## src/rtl/ecc72_pkg.sv

```systemverilog
package ecc72_pkg;

    localparam int DATA_W = 64;
    localparam int CHK_W  = 8;
    localparam int CW_W   = DATA_W + CHK_W;
    localparam int IDX_W  = $clog2(CW_W);

    typedef logic [CHK_W-1:0] syn_t;

    // Column code of each data bit, index 0 first.
    localparam syn_t COL_CODE [DATA_W] = '{
        8'hF4, 8'hF1, 8'hEC, 8'hEA, 8'hE9, 8'hE6, 8'hE5, 8'hE3,
        8'hDC, 8'hDA, 8'hD9, 8'hD6, 8'hD5, 8'hD3, 8'hCE, 8'hCB,
        8'hB5, 8'hB0, 8'hAD, 8'hAB, 8'hA8, 8'hA7, 8'hA4, 8'hA2,
        8'h9D, 8'h9B, 8'h98, 8'h97, 8'h94, 8'h92, 8'h8F, 8'h8A,
        8'h75, 8'h70, 8'h6D, 8'h6B, 8'h68, 8'h67, 8'h64, 8'h62,
        8'h5E, 8'h5B, 8'h58, 8'h57, 8'h54, 8'h52, 8'h4F, 8'h4A,
        8'h34, 8'h31, 8'h2C, 8'h2A, 8'h29, 8'h26, 8'h25, 8'h23,
        8'h1C, 8'h1A, 8'h19, 8'h16, 8'h15, 8'h13, 8'h0E, 8'h0B
    };

    // Data bits that feed check byte bit j.
    function automatic logic [DATA_W-1:0] chk_mask(input int j);
        logic [DATA_W-1:0] m;
        for (int i = 0; i < DATA_W; i++) begin
            m[i] = COL_CODE[i][j];
        end
        return m;
    endfunction

    typedef struct packed {
        logic              valid;
        logic [DATA_W-1:0] data;
        syn_t              syn;
        logic              corr;
        logic              uncorr;
        logic [IDX_W-1:0]  idx;
    } dec_res_t;

endpackage

```

## src/rtl/ecc72_encoder.sv

```systemverilog
module ecc72_encoder
    import ecc72_pkg::*;
(
    input  logic [DATA_W-1:0] data,
    output syn_t              chk
);
    for (genvar j = 0; j < CHK_W; j++) begin : g_chk
        localparam logic [DATA_W-1:0] MASK = chk_mask(j);
        assign chk[j] = ^(data & MASK);
    end
endmodule

```

## src/rtl/ecc72_syndrome.sv

```systemverilog
module ecc72_syndrome
    import ecc72_pkg::*;
(
    input  logic [DATA_W-1:0] data,
    input  syn_t              chk,
    output syn_t              syn
);
    syn_t recomputed;

    ecc72_encoder u_enc (
        .data (data),
        .chk  (recomputed)
    );

    assign syn = recomputed ^ chk;
endmodule

```

## src/rtl/ecc72_corrector.sv

```systemverilog
module ecc72_corrector
    import ecc72_pkg::*;
(
    input  syn_t              syn,
    input  logic [DATA_W-1:0] data_in,
    output logic [DATA_W-1:0] data_out,
    output logic              corr,
    output logic              uncorr,
    output logic [IDX_W-1:0]  idx
);
    logic [DATA_W-1:0] hit_data;
    logic [CHK_W-1:0]  hit_chk;
    logic              any_hit;

    for (genvar i = 0; i < DATA_W; i++) begin : g_dcol
        assign hit_data[i] = (syn == COL_CODE[i]);
    end

    for (genvar j = 0; j < CHK_W; j++) begin : g_ccol
        localparam syn_t ONE_HOT = syn_t'(1) << j;
        assign hit_chk[j] = (syn == ONE_HOT);
    end

    always_comb begin
        any_hit  = (|hit_data) | (|hit_chk);
        data_out = data_in ^ hit_data;
        corr     = any_hit;
        uncorr   = (syn != '0) && !any_hit;
        idx      = '0;
        for (int i = 0; i < DATA_W; i++) begin
            if (hit_data[i]) begin
                idx = IDX_W'(i);
            end
        end
        for (int j = 0; j < CHK_W; j++) begin
            if (hit_chk[j]) begin
                idx = IDX_W'(CW_W - 1 - j);
            end
        end
    end
endmodule

```

## src/rtl/ecc72_codec.sv

```systemverilog
module ecc72_codec
    import ecc72_pkg::*;
#(
    parameter int OUT_REG = 1
) (
    input  logic              clk,
    input  logic              rst_n,
    input  logic [DATA_W-1:0] wr_data,
    output logic [CHK_W-1:0]  wr_chk,
    input  logic              rd_valid,
    input  logic [DATA_W-1:0] rd_data,
    input  logic [CHK_W-1:0]  rd_chk,
    output logic              out_valid,
    output logic [DATA_W-1:0] out_data,
    output logic [CHK_W-1:0]  out_syndrome,
    output logic              out_corr,
    output logic              out_uncorr,
    output logic [IDX_W-1:0]  out_idx
);
    syn_t              syn;
    logic [DATA_W-1:0] fixed;
    logic              corr;
    logic              uncorr;
    logic [IDX_W-1:0]  idx;
    dec_res_t          res_d;
    dec_res_t          res_q;

    ecc72_encoder u_wr_enc (
        .data (wr_data),
        .chk  (wr_chk)
    );

    ecc72_syndrome u_syn (
        .data (rd_data),
        .chk  (rd_chk),
        .syn  (syn)
    );

    ecc72_corrector u_fix (
        .syn      (syn),
        .data_in  (rd_data),
        .data_out (fixed),
        .corr     (corr),
        .uncorr   (uncorr),
        .idx      (idx)
    );

    always_comb begin
        res_d = '0;
        if (rd_valid) begin
            res_d.valid  = 1'b1;
            res_d.data   = fixed;
            res_d.syn    = syn;
            res_d.corr   = corr;
            res_d.uncorr = uncorr;
            res_d.idx    = idx;
        end
    end

    if (OUT_REG != 0) begin : g_reg
        always_ff @(posedge clk or negedge rst_n) begin
            if (!rst_n) begin
                res_q <= '0;
            end else begin
                res_q <= res_d;
            end
        end
    end else begin : g_comb
        always_comb res_q = res_d;
    end

    assign out_valid    = res_q.valid;
    assign out_data     = res_q.data;
    assign out_syndrome = res_q.syn;
    assign out_corr     = res_q.corr;
    assign out_uncorr   = res_q.uncorr;
    assign out_idx      = res_q.idx;
endmodule

```

## config.mk

```make
export PLATFORM = sky130hd
export DESIGN_NAME = ecc72_codec
export DESIGN_NICKNAME = d
export VERILOG_FILES = /design/src/rtl/ecc72_pkg.sv /design/src/rtl/ecc72_encoder.sv /design/src/rtl/ecc72_syndrome.sv /design/src/rtl/ecc72_corrector.sv /design/src/rtl/ecc72_codec.sv
export SDC_FILE = /design/constraint.sdc
export NUM_CORES = 1
export LEC_CHECK = 0
export BUFFER_PORTS_ARGS = -buffer_cell sky130_fd_sc_hd__buf_4
export CORE_MARGIN = 5
export CORE_UTILIZATION = 39
export DETAILED_ROUTE_END_ITERATION = 16
export PLACE_DENSITY = 0.61
export SLEW_MARGIN = 10
export SYNTH_ARGS = -nofsm -noshare
export SYNTH_HDL_FRONTEND = slang
export SYNTH_SLANG_ARGS = --single-unit
```

## constraint.sdc

```tcl
create_clock -name clk -period 1.77 [get_ports clk]
set_input_delay 0.177 -clock clk [delete_from_list [all_inputs] [get_ports clk]]
set_output_delay 0.177 -clock clk [all_outputs]
set_load 0.005 [all_outputs]
```

==> results by group <==
Run status
  – Run status: complete, but fails checks
  – Violated checks: setup timing

Finish
  – Net count reported at finish: 1490
  – Final cell count without fillers: around 1600
  – Area growth from synthesis to layout: 110.0%
  – Register area: 2052 sq um
  – Commonest cells after routing, fill and taps aside: buf_4, xnor2_1, buf_6
  – Most common cell after layout, fill and taps aside: buf_4
  – Layout cell share with drive strength beyond 1: 65.86%
  – Multi-input gate area: 7508 sq um
  – Number of diodes added for antenna fixing: 0
  – Fillcell total: 1043

Routing
  – DR DRC count: 0
  – 1st-iter DRT viols: 539
  – First-pass iteration count of the detailed router: 5
  – Via-to-Cell Ratio: 5.417
  – Antenna Violating Nets Remaining: 0
  – Vias: 8613
  – Final Routed Wirelength: around 38000 um
  – Mean routed wirelength per cell: roughly 24 um

Pwr
  – Pint: ~0.022 W
  – Peak VDD IR: around 2.9 mV
  – Net switching share of the total power: 46.91%
  – Power share of the combinational group: 88.9%
  – Power density cells: 2648 nW/um^2
  – Clk pwr share: roughly 5.6%
  – Switching pwr: 0.01903 W
  – Portion of total power attributed to sequential cells: 5.5%
  – Leakage component of the power: between 6 and 7 nW

Yosys
  – Post-Syn Instances: 797
  – FF+latch count, synth: 82
  – Yosys warning total: 0
  – Cell taking the most area after synthesis: dfrtp_1
  – Top cells by area, synth: dfrtp_1, xnor2_1, xnor3_1
  – Net Count, Synth: roughly 940
  – Ys flop type: dfrtp_1
  – Number of distinct library cell variants in the gate-level netlist after synthesis: 63
  – Yosys top cell area share: 28.12%
  – Sequential share of the synthesized area: 28.12%
  – Cell Area, Synth: 7297 sq um
  – Count of flip-flops with a built-in enable after synthesis: 0
  – Mean area per synthesized cell: 9.156 sq um
  – Fraction of registers with async set or reset after synthesis: 100.0%

Setup path
  – Data arrival time of the worst path: 3.26 ns
  – Required time of the critical path: 1.98 ns
  – Startpoint Class: input port
  – Start-to-end type of the worst setup path: input port to register
  – Highest net fanout along the worst path: 3
  – Critical Path Sink Type: register

Die
  – Die width: 146.8 um
  – Site Rows: 50
  – Core Box Area: about 19000 sq um
  – Number of top-level pins: 229
  – Floorplan die area: 21550 sq um
  – Initial cell density of the core: 39.27%
  – Chip height: 146.8 um

Timing
  – Hold_ws: approximately 0.051 ns
  – Highest Clock Rate: 0.3272 GHz
  – Slew margin rel.: between 60% and 70%
  – Total count of max-transition violations in the final report: 0
  – Number of hold violations in the final report: 0
  – Portion of the clock cycle consumed by the worst path in the final layout: 172.6%
  – RSZ-0062 raised after global routing: yes
  – Slew at the pin closest to its max-slew limit: ~0.54 ns
  – Final-layout setup total negative slack: -72.89 ns
  – Setup Viol. Count Final: 87
  – Time the final worst path needs with I/O delays and setup: 3.056 ns
  – Final worst setup slack: -1.286 ns

Global route
  – Via count of the first global-routing pass: roughly 8600
  – Remaining global-route overflow: 0
  – Aggregate global-route resource usage: 29.91%
  – Pin count of the biggest net entering global routing: 43
  – Number of antenna violations at the first check in global routing: 0
  – First-pass GRT wire length: around 50000 um

Placed design
  – Final RePlAce weighted congestion: between 0.9 and 1
  – Detailed-placement wirelength estimate: 25130 um
  – Dpl cells: 1485
  – Buffers added on ports: 228

Min path
  – Class of the tightest hold or removal check: input port to register

Clocking
  – Clock root buffer: clkbuf_16
  – CTS Buf Count: 9
  – CTS tree: built
  – Number of H-tree levels: 3
  – # clock sinks: 82
  – Clock Path Buffers: 2
  – Clock-pin slew of the registers on the worst-case setup and hold paths: 0.07 ns

Job
  – Maximum Capacitance Violations: 0
sequential cells by signal, summed over array words and instances (netlist names):
name	count
out_syndrome	8
out_valid	1
out_uncorr	1
out_idx	7
out_corr	1
out_data	64
what timing repair did:
action                                 in CTS  in global routing
pin swaps                                  85                156
cloned                                      4                  0
hold buffers                                1                  0
setup endpoints to repair                  87                 89
endpoints found under the hold margin      20                  0
setup buffers                              63                 42
gates resized for setup                   254                271
metrics by stage:
stage	utilization [%]	total power [W]	setup WS (ns)	cell area, sq um
detailed placement	61.91	0.02634	-2.000	11500
global placement	61.91	0.02658	-1.932	11500
global route	82.48	0.04199	-1.345	15320
finish	82.48	0.04058	-1.286	15320
CTS	73.35	0.03458	-1.163	13630
floorplan	-	0.01438	-1.209	7715
area by class of cell:
class                           instances  area share, %
Clock buffer                            9          1.470
Clock inverter                          7         0.8328
Inverter                                3        0.07348
Multi-Input combinational cell        677          49.00
Sequential cell                        82          13.39
Tap cell                              234          1.911
Timing Repair Buffer                  578          33.33
Yosys cell counts, types with 2 or more instances:
master / count
a2111oi_0: 2
a21oi_1: 48
a31oi_1: 7
a32oi_1: 2
and2_1: 6
and3_1: 4
buf_2: 2
clkbuf_1: 33
dfrtp_1: 82
mux2i_1: 4
nand2_1: 29
nand2b_1: 2
nand3_1: 15
nand3_2: 2
nor2_1: 84
nor3_1: 21
nor3b_1: 3
nor4_1: 3
o211ai_1: 2
o21a_1: 4
o21ai_0: 50
o21bai_1: 2
o221ai_1: 2
o22ai_1: 3
o311a_1: 2
o31a_1: 2
o31ai_1: 2
or2_2: 5
or3_1: 33
xnor2_1: 234
xnor2_2: 2
xnor3_1: 21
xnor3_2: 2
xor2_1: 52
xor3_1: 2
power groups by stage:
stage / Combinational [W] / Sequential (W) / Clock [W]
3_3_place_gp: 0.0243 / 0.00227 / 0
6_report: 0.0361 / 0.00223 / 0.00228
3_5_place_dp: 0.0241 / 0.00227 / 0
4_1_cts: 0.0300 / 0.00224 / 0.00231
2_1_floorplan: 0.0121 / 0.00230 / 0
5_1_grt: 0.0374 / 0.00226 / 0.00238
worst paths after layout:
kind	start	slack [ns]	end	cells after the start
setup / recovery	rd_data[15]	-1.29	out_idx[2]	14
min in group asynchronous	rst_n	0.25	out_data[59]	2
hold / removal	rd_valid	0.05	out_valid	1
max in group asynchronous	rst_n	0.94	out_data[27]	3
cells by family after synthesis:
group / after synthesis / share of synthesized area, %
DFF: 82 / 28.12
buffers and inverters: 39 / 2.040
and+or+nand+nor: 215 / 14.54
muxes: 5 / 0.7030
xor gates and xnor gates: 315 / 43.16
AOI/OAI and AO/OA: 141 / 11.44
per-layer routing:
layer	global-route usage (%)	share of wire [%]	up-vias	wire length, um
met5	0	0	-	0
met4	11.67	6.9	0	2593
met3	6.786	7.7	153	2885
met2	50.52	49	482	18380
met1	37.25	36	4180	13680
li1	-	-	3798	-
critical path, stage by stage:
cell       delay (ns)
buf_8            0.11
xor2_2           0.17
xnor3_2          0.50
xnor2_4          0.20
buf_6            0.13
buf_6            0.09
xnor3_2          0.44
and2_4           0.20
nand3_4          0.09
nor3_4           0.05
a311o_1          0.36
nand3b_1         0.26
a2111oi_4        0.33
a31oi_1          0.16
Note: power is estimated with default switching activity, not from simulation.
